`src/rtl/scan_pkg.sv`:
```
package scan_pkg;
    typedef enum logic [1:0] {
        ST_IDLE  = 2'd0,
        ST_LOAD  = 2'd1,
        ST_FETCH = 2'd2
    } scan_state_e;
endpackage

```
`src/rtl/scan_burst_split.sv`:
```
module scan_burst_split #(
    parameter int LEN_W     = 16,
    parameter int MAX_BURST = 16,
    parameter int BL_W      = $clog2(MAX_BURST) + 1
) (
    input  logic [LEN_W-1:0] rem_beats,
    output logic [BL_W-1:0]  burst_beats,
    output logic             line_last
);
    localparam logic [LEN_W-1:0] CAP = LEN_W'(MAX_BURST);

    always_comb begin
        line_last   = (rem_beats <= CAP);
        burst_beats = line_last ? BL_W'(rem_beats) : BL_W'(MAX_BURST);
    end
endmodule

```
`src/rtl/scan_credit.sv`:
```
module scan_credit #(
    parameter int OUT_W = 4
) (
    input  logic             clk,
    input  logic             rst_n,
    input  logic             take,
    input  logic             give,
    input  logic [OUT_W-1:0] limit,
    output logic [OUT_W-1:0] count,
    output logic             avail
);
    always_ff @(posedge clk) begin
        if (!rst_n) count <= '0;
        else        count <= count + OUT_W'(take) - OUT_W'(give);
    end

    assign avail = (count < limit);

    // the in-flight count never passes the programmed limit
    p_no_overflow_r8: assert property (@(posedge clk) disable iff (!rst_n)
        count <= limit);

    // a completion only arrives for a request that is in flight
    p_no_underflow_r8: assert property (@(posedge clk) disable iff (!rst_n)
        (count == '0) |-> !give);
endmodule

```
`src/rtl/scan_addr_gen.sv`:
```
module scan_addr_gen
    import scan_pkg::*;
#(
    parameter int ADDR_W     = 32,
    parameter int LEN_W      = 16,
    parameter int CNT_W      = 12,
    parameter int OUT_W      = 4,
    parameter int BEAT_BYTES = 8,
    parameter int MAX_BURST  = 16,
    localparam int BL_W      = $clog2(MAX_BURST) + 1
) (
    input  logic              clk,
    input  logic              rst_n,
    input  logic              run,
    input  logic [ADDR_W-1:0] cfg_base,
    input  logic [LEN_W-1:0]  cfg_line_bytes,
    input  logic [ADDR_W-1:0] cfg_pitch,
    input  logic [CNT_W-1:0]  cfg_lines_m1,
    input  logic [OUT_W-1:0]  cfg_max_out,
    output logic              req_valid,
    input  logic              req_ready,
    output logic [ADDR_W-1:0] req_addr,
    output logic [BL_W-1:0]   req_beats,
    output logic              req_sol,
    output logic              req_eof,
    input  logic              rsp_done
);
    localparam int BSH = $clog2(BEAT_BYTES);

    scan_state_e state_q, state_d;

    logic [ADDR_W-1:0] line_addr_q, burst_addr_q, pitch_q;
    logic [LEN_W-1:0]  rem_q, beats_q;
    logic [CNT_W-1:0]  lines_m1_q, line_idx_q;

    logic [LEN_W:0]    bytes_round;
    logic [LEN_W-1:0]  beats_in;
    logic [BL_W-1:0]   burst_beats;
    logic              line_last, last_line, fire, credit_ok;
    logic [OUT_W-1:0]  in_flight;
    logic [ADDR_W-1:0] burst_bytes, next_line;

    assign bytes_round = {1'b0, cfg_line_bytes} + (LEN_W+1)'(BEAT_BYTES - 1);
    assign beats_in    = LEN_W'(bytes_round >> BSH);
    assign burst_bytes = ADDR_W'(burst_beats) << BSH;
    assign next_line   = line_addr_q + pitch_q;
    assign last_line   = (line_idx_q == lines_m1_q);
    assign fire        = req_valid && req_ready;

    scan_burst_split #(.LEN_W(LEN_W), .MAX_BURST(MAX_BURST), .BL_W(BL_W)) u_split (
        .rem_beats   (rem_q),
        .burst_beats (burst_beats),
        .line_last   (line_last)
    );

    scan_credit #(.OUT_W(OUT_W)) u_credit (
        .clk   (clk),
        .rst_n (rst_n),
        .take  (fire),
        .give  (rsp_done),
        .limit (cfg_max_out),
        .count (in_flight),
        .avail (credit_ok)
    );

    // state register
    always_ff @(posedge clk) begin
        if (!rst_n) state_q <= ST_IDLE;
        else        state_q <= state_d;
    end

    // transitions
    always_comb begin
        state_d = state_q;
        unique case (state_q)
            ST_IDLE:  if (run) state_d = ST_LOAD;
            ST_LOAD:  state_d = ST_FETCH;
            ST_FETCH: if (fire && line_last && last_line)
                          state_d = run ? ST_LOAD : ST_IDLE;
            default:  state_d = ST_IDLE;
        endcase
    end

    // address datapath
    always_ff @(posedge clk) begin
        if (!rst_n) begin
            line_addr_q  <= '0;
            burst_addr_q <= '0;
            pitch_q      <= '0;
            rem_q        <= '0;
            beats_q      <= '0;
            lines_m1_q   <= '0;
            line_idx_q   <= '0;
        end else if (state_q == ST_LOAD) begin
            line_addr_q  <= cfg_base;
            burst_addr_q <= cfg_base;
            pitch_q      <= cfg_pitch;
            rem_q        <= beats_in;
            beats_q      <= beats_in;
            lines_m1_q   <= cfg_lines_m1;
            line_idx_q   <= '0;
        end else if (state_q == ST_FETCH && fire) begin
            if (!line_last) begin
                burst_addr_q <= burst_addr_q + burst_bytes;
                rem_q        <= rem_q - LEN_W'(burst_beats);
            end else if (!last_line) begin
                line_addr_q  <= next_line;
                burst_addr_q <= next_line;
                rem_q        <= beats_q;
                line_idx_q   <= line_idx_q + 1'b1;
            end
        end
    end

    // outputs
    always_comb begin
        req_valid = (state_q == ST_FETCH) && credit_ok;
        req_addr  = burst_addr_q;
        req_beats = burst_beats;
        req_sol   = (rem_q == beats_q);
        req_eof   = last_line && line_last;
    end

    // no request offered while the credits are used up
    p_cap_r8: assert property (@(posedge clk) disable iff (!rst_n)
        (in_flight == cfg_max_out) |-> !req_valid);

    // a stalled request holds its contents
    p_hold_r9: assert property (@(posedge clk) disable iff (!rst_n)
        (req_valid && !req_ready) |=> (req_valid && $stable(req_addr) &&
                                       $stable(req_beats) && $stable(req_sol) &&
                                       $stable(req_eof)));

    // burst beat count within 1..MAX_BURST
    p_len_r3: assert property (@(posedge clk) disable iff (!rst_n)
        req_valid |-> (req_beats != '0 && req_beats <= BL_W'(MAX_BURST)));

    // final burst with run low leads to idle
    p_stop_r10: assert property (@(posedge clk) disable iff (!rst_n)
        (fire && req_eof && !run) |=> (state_q == ST_IDLE && !req_valid));

    // requests only come from the fetching state
    p_idle_r1: assert property (@(posedge clk) disable iff (!rst_n)
        (state_q != ST_FETCH) |-> !req_valid);
endmodule

```
`config.mk`:
```
export PLATFORM = sky130hd
export DESIGN_NAME = scan_addr_gen
export DESIGN_NICKNAME = d
export VERILOG_FILES = /design/src/rtl/scan_pkg.sv /design/src/rtl/scan_burst_split.sv /design/src/rtl/scan_credit.sv /design/src/rtl/scan_addr_gen.sv
export SDC_FILE = /design/constraint.sdc
export NUM_CORES = 1
export LEC_CHECK = 0
export ABC_AREA = 1
export BUFFER_PORTS_ARGS = -buffer_cell sky130_fd_sc_hd__buf_4
export CAP_MARGIN = 5
export CORE_ASPECT_RATIO = 0.75
export CORE_UTILIZATION = 56
export CTS_BUF_LIST = sky130_fd_sc_hd__clkbuf_4 sky130_fd_sc_hd__clkbuf_8
export CTS_CLUSTER_SIZE = 16
export DETAILED_ROUTE_END_ITERATION = 10
export PLACE_DENSITY = 0.87
export RECOVER_POWER = 100
export SETUP_SLACK_MARGIN = 0.1
export SLEW_MARGIN = 20
export SYNTH_ARGS = -nofsm -noshare
export SYNTH_HDL_FRONTEND = slang
export SYNTH_SLANG_ARGS = --single-unit
```
`constraint.sdc`:
```
create_clock -name clk -period 4.37 [get_ports clk]
set_clock_uncertainty 0.1 [all_clocks]
set_input_delay 0.437 -clock clk [delete_from_list [all_inputs] [get_ports clk]]
set_output_delay 0.437 -clock clk [all_outputs]
set_load 0.05 [all_outputs]
```
---- Word-level counts from Yosys, hierarchy flattened ----
Cells that the tools add are included.
word-level totals
  register bits after elaboration ......... 156
  bits of input ports ..................... 101
  output and inout bits ................... 40
  logic and storage cells ................. 61
cells by class
  add/sub/neg operators ................... 7
  $lt $le $gt $ge ......................... 2
  equality and inequality tests ........... 9
  mux-type cells .......................... 16
  bitwise logic cells ..................... 2
  reduce and logical (&&, ||, !) cells .... 15
operator list
  operator                                                                           number
  32-bit 2-to-1 mux                                                                  7
  32-bit adder                                                                       1
  32-bit by 8-bit adder with 32-bit output                                           1
  16-bit 2-to-1 mux                                                                  2
  14-bit 2-to-1 mux                                                                  2
  16-bit by 3-bit adder with 17-bit output, second input constant                    1
  16-bit by 14-bit equality test with 1-bit output                                   1
  16-bit by 5-bit less-or-equal comparator with 1-bit output, second input constant  1
  16-bit by 5-bit subtractor with 16-bit output                                      1
  12-bit by 1-bit adder with 12-bit output, second input constant                    1
  12-bit equality test                                                               1
  1-bit logical AND                                                                  6
  2-bit inequality test, second input constant                                       3
  2-bit one-hot mux with 3 select lines                                              1
  2-bit AND reduction                                                                3
  3-bit AND reduction                                                                2
  5-bit 2-to-1 mux                                                                   1
  4-bit by 1-bit adder with 4-bit output                                             1
  4-bit less-than comparator                                                         1
  2-bit 2-to-1 mux                                                                   2
  2-bit nonzero test                                                                 2
  4-bit by 1-bit subtractor with 4-bit output                                        1
  3-bit by 2-bit inequality test with 1-bit output, second input constant            1
  2-bit by 1-bit equality test with 1-bit output, second input constant              1
  other kinds (6)                                                                    7

---- Longest topological paths before layout ----
  depth after elaboration ................. 7
  gate-level depth with buffers ........... 21
  mapped depth without buffers ............ 19

---- By module ----
A second synthesis with hierarchy kept.
unflattened totals
  cells, all modules ...................... 1,879
  area, all modules ....................... 11,327.1 um^2
by module, submodules not included
  module            times used  cells an instance  area each (um^2)  sequential area each (um^2)
  scan_addr_gen     1           1,806              10,875.4          3,042.9
  scan_credit       1           47                 329.1             80.1
  scan_burst_split  1           26                 122.6             0.0

---- Least setup slack after synthesis ----
No wires, ideal clock.
  path type ............................... register -> register
  from .................................... register rem_q[13]
  to ...................................... register burst_addr_q[21], in the netlist req_addr[21]
  arrival time ............................ 3,898 ps
  required time ........................... 4,200 ps
  path slack .............................. 302 ps
  cell stages (with the launch flop) ...... 19
  buffers on the path ..................... 0
  clock period less this slack ............ 4,068 ps
  cell sequence ........................... dfxtp_1 nor2_1 nand2_1 nor2_4 nand3_1 nor2_1 ha_1 inv_1 fa_1 o21ai_0 nand2_1 nand2_2 nand2_1 nor2_1 nand2_1 nor2_1 nand3b_1 nand2_1 a21oi_1
on the way
  word-level cells in the longest chain between the ends .. 6
  elaborated cells on any way between the ends .. 8
  classes of those cells .................. add/sub (1); order compare (1); eq/ne (1); mux (4); reduce/logical (1)
ends and longest elaborated chain
  what                                                        line                    source
  from (decl)                                                 scan_addr_gen.sv:33     logic [LEN_W-1:0] rem_q, beats_q;
  from (signal assigned)                                      scan_addr_gen.sv:98     rem_q <= beats_in;
  from (signal assigned)                                      scan_addr_gen.sv:105    rem_q <= rem_q - LEN_W'(burst_beats);
  from (signal assigned)                                      scan_addr_gen.sv:109    rem_q <= beats_q;
  16-bit by 5-bit less-or-equal comparator with 1-bit output  scan_burst_split.sv:13  line_last = (rem_beats <= CAP);
  5-bit 2-to-1 mux                                            scan_burst_split.sv:14  burst_beats = line_last ? BL_W'(rem_beats) : BL_W'(MAX_BURST);
  named net req_beats[4]                                      scan_addr_gen.sv:23     output logic [BL_W-1:0] req_beats,
  32-bit by 8-bit adder with 32-bit output                    scan_addr_gen.sv:104    burst_addr_q <= burst_addr_q + burst_bytes;
  32-bit 2-to-1 mux                                           scan_addr_gen.sv:103    if (!line_last) begin
  32-bit 2-to-1 mux                                           scan_addr_gen.sv:102    end else if (state_q == ST_FETCH && fire) begin
  32-bit 2-to-1 mux                                           scan_addr_gen.sv:94     end else if (state_q == ST_LOAD) begin
  to (signal assigned)                                        scan_addr_gen.sv:96     burst_addr_q <= cfg_base;
  to (signal assigned)                                        scan_addr_gen.sv:104
  to (signal assigned)                                        scan_addr_gen.sv:108    burst_addr_q <= next_line;
  to (decl)                                                   scan_addr_gen.sv:32     logic [ADDR_W-1:0] line_addr_q, burst_addr_q, pitch_q;
The timed path passes the listed nets, and every way through them passes these cells. The select of a mux whose other input is x is not followed.
A chain may end at the register's enable or synchronous reset.

---- Worst setup path after layout ----
  from .................................... register rem_q[13]
  to ...................................... register burst_addr_q[15], in the netlist req_addr[15]
on the way
  word-level cells in the longest chain between the ends .. 6
  elaborated cells on any way between the ends .. 8
  classes of those cells .................. add/sub (1); order compare (1); eq/ne (1); mux (4); reduce/logical (1)
ends and longest elaborated chain
  what                                                          line
  16-bit by 5-bit less-or-equal comparator with 1-bit output *  scan_burst_split.sv:13
  5-bit 2-to-1 mux                                              scan_burst_split.sv:14
  32-bit by 8-bit adder with 32-bit output                      scan_addr_gen.sv:104
  32-bit 2-to-1 mux                                             scan_addr_gen.sv:103
  32-bit 2-to-1 mux                                             scan_addr_gen.sv:102
  32-bit 2-to-1 mux                                             scan_addr_gen.sv:94
Mark *: on every way between the ends. The rest lies on a longest branch, timed or not. The select of a mux whose other input is x is not followed.

==> results.cfg <==
[hold_path]
hold_depth = 3
min_from = cfg_pitch[17]
worstHoldEndpoint = pitch_q[17]
holdCritPathClass = in2reg

[critical_path]
cp_data_arrival_time_ns = 4.00
rr_worst_depth = 15
required_ns = 4.69
rr_startpoint = rem_q[13]
cp-end-kind = flip-flop
r2r-end = req_addr[15]
path_class = reg2reg
crit_fanout = 12
worstSetupStartpointType = flip-flop
r2r_slack_ns = 0.69

[synthesis]
ys_seq_area_share_pct = 29.6
syn_avg_cell_area_um2 = 6.32
ys_warn_count = 0
synth_ff_type = dfxtp_1
synth_area_um2 = 10500
synth_nets = 1818
synth_enable_flop_cells = 0
async_flop_share_pct = 0
netlist-cell-type-count = 53
synth.ff_latch_count = 156
syn_inst = 1669

[sta]
period_minus_slack_ns = 3.68
finalSetupViolations = 0
postLayoutSetupSlackWorst_ns = 0.693
slew_headroom_pct = -38.0
slew_viol_final = 80
hold_viol_final = 0
finalCritPeriodShare_pct = 84.1
worst_pin_slew_ns = 2.07
max_freq_mhz = 272
rsz0062_at_grt = no
tns_ns = 0

[clocking]
cts_max_path_buffers = 2
cts.sinks = 156
cts_setup_buffers = 0
clk_pin_slew_worst_paths_ns = 0.11
cts_buffers = 17
post_cts_resized = 0
root_buffer = clkbuf_8
cts_tree = done
htreeDepth = 4
clkLatencyLatePin_ns = 0.49
ctsHoldBuffers = 0

[global_route]
grt_pass1_wl_um = 55300
overflow = 0
grt_pass1_vias = 10416
grt_max_degree = 109
antenna_found_initial = 1
track_usage_pct = 36.7

[pwr]
ir_worst_vdd_mv = 0.213
switchingPower_mw = 1.90
internal_power_mw = 2.57
clkPwrFrac_pct = 27.9
p_comb_share_pct = 34.6
p_per_area_nw_per_um2 = 375
p_sw_share_pct = 42.5
leakagePower_nw = 5.39
seqPwrFrac_pct = 37.5

[outcome]
status = finished, violations left
violations = max-capacitance violations, max-slew violations

[layout]
final_common_cell = nand2_1
multi_input_area_um2 = 6450
antennaDiodeCount = 0
final_cell_mix = 401 x nand2_1, 218 x nor2_1, 161 x inv_1, 161 x o21ai_0, 156 x dfxtp_1
fin_nets = 1924
register_area_um2 = 3120
area_growth_pct = 13.0
layout.core_utilization_pct = 64.6
num-fill-cells = 1781
drive_gt1_share_pct = 9.06

[placed_design]
pre_cts_slack_ns = 1.05
gp_congestion = 0.974
dpl.hpwl_um = 26900
port_buffers = 140

[floorplanning]
start_util_pct = 57.1
io_pins = 141
core_area_um2 = 18500
die_h_um = 121
fp.dieArea_um2 = 19400
die_w_um = 160
fp-row-count = 43

[drt]
drt_wl_total_um = 35600
route.detailed.drc = 0
first_iter_violations = 1632
first_pass_iters = 7
avgViaCountPerCell = 5.80
ant_nets = 0
wire_per_inst_um = 17.5
vias = 11798

[flow_run]
drv_cap = 2
[cell type report]
type                       instances  share of cell area (%)
timing repair buffer             148                    8.03
tap                              247                    2.59
clock inverter                    15                    1.86
sequential                       156                    26.2
clock buffer                      17                    1.96
inverter                         166                    5.23
multi-input combinational       1286                    54.1
[worst max path at each step]
| stage | cells past startpoint | end | from |
|---|---|---|---|
| after floorplan | 18 | req_addr[21] | rem_q[13] |
| after global routing | 9 | req_addr[3] | state_q[0] |
| after detailed placement | 19 | req_addr[25] | rem_q[13] |
| final | 15 | req_addr[15] | rem_q[13] |
| after CTS | 19 | req_addr[25] | rem_q[13] |
| after global placement | 18 | req_addr[25] | rem_q[13] |
[worst max-delay path, stage by stage, from the launching register on]
cell     delay, ns
dfxtp_1       0.34
nor2_1        0.23
nand2_1       0.14
nor2_4        0.12
nand3_1       0.46
nor2_1        0.34
inv_1         0.10
fa_1          0.43
o21ai_0       0.37
nand2_1       0.13
nand2_2       0.15
inv_1         0.08
or2_2         0.28
nand3_1       0.08
nand3_1       0.08
a21oi_1       0.20
[cell families (layout without fill, tap and decap cells)]
family	count (synthesis)	count (layout)	share of synthesized area, %
flops	156	156	29.6
simple gates	833	833	33.9
xor+xnor	42	42	3.49
compound gates	362	362	18.3
fa+ha+maj	48	48	5.91
other cells	1	1	0.0356
buf+inv	227	346	8.72
[power by group through the flow]
stage                     clock, mW  combinational, mW  sequential (mW)
after floorplan                   0              0.993             1.77
after global placement            0               1.53             1.70
after detailed placement          0               1.55             1.70
after CTS                      1.25               1.56             1.67
after global routing           1.30               1.69             1.69
final                          1.25               1.55             1.68
[stage by stage]
step / power, mW / hold slack [ns] / cells / cell area (um^2)
finish: 4.47 / 0.0651 / 2035 / 11900
floorplan: 2.76 / 0.325 / 1669 / 10500
global route: 4.68 / 0.0650 / 2035 / 11900
detailed placement: 3.25 / 0.348 / 2003 / 11700
global placement: 3.23 / 0.340 / 2003 / 11700
CTS: 4.48 / 0.0480 / 2035 / 12100
[per-layer routing]
metal	vias to the layer above	share of wire (%)	global-route usage, %
met5	-	0	0
met4	0	1.4	8.57
met3	52	12	9.26
met2	610	40	51.9
met1	5394	47	54.8
li1	5742	-	-
[sequential cells by signal, indices dropped and copies added (netlist names), named ones only]
name            flops
u_credit.count      4
line_idx_q         12
beats_q            14
pitch_q            32
req_addr           32
state_q             2
line_addr_q        32
lines_m1_q         12
rem_q              15
[cells in the mapped netlist, types with 4 or more instances]
cell type    n  area share (%)
nor4_1       8            0.47
o21ai_0    157             7.5
xnor2_1     25             2.1
nand2_1    402              14
or2_2        5            0.30
dfxtp_1    156              30
buf_1        7            0.25
nor2_2       5            0.30
a31oi_1     21             1.2
inv_2        5            0.18
buf_6        5            0.53
nand4_1     24             1.4
o211ai_1     5            0.36
nor2_4       4            0.43
nor3_1      22             1.0
a21oi_1    140             6.6
nand3_1    117             5.6
buf_2       15            0.71
o22ai_1      8            0.47
nand3b_1    12            0.85
ha_1        45             5.3
nor2_1     214             7.6
o21ai_1      9            0.43
clkbuf_1    31             1.1
xor2_1      17             1.4
o21a_1       4            0.28
inv_1      159             5.7
nand2_2      5            0.30
Note: power is estimated with default switching activity, not from simulation.
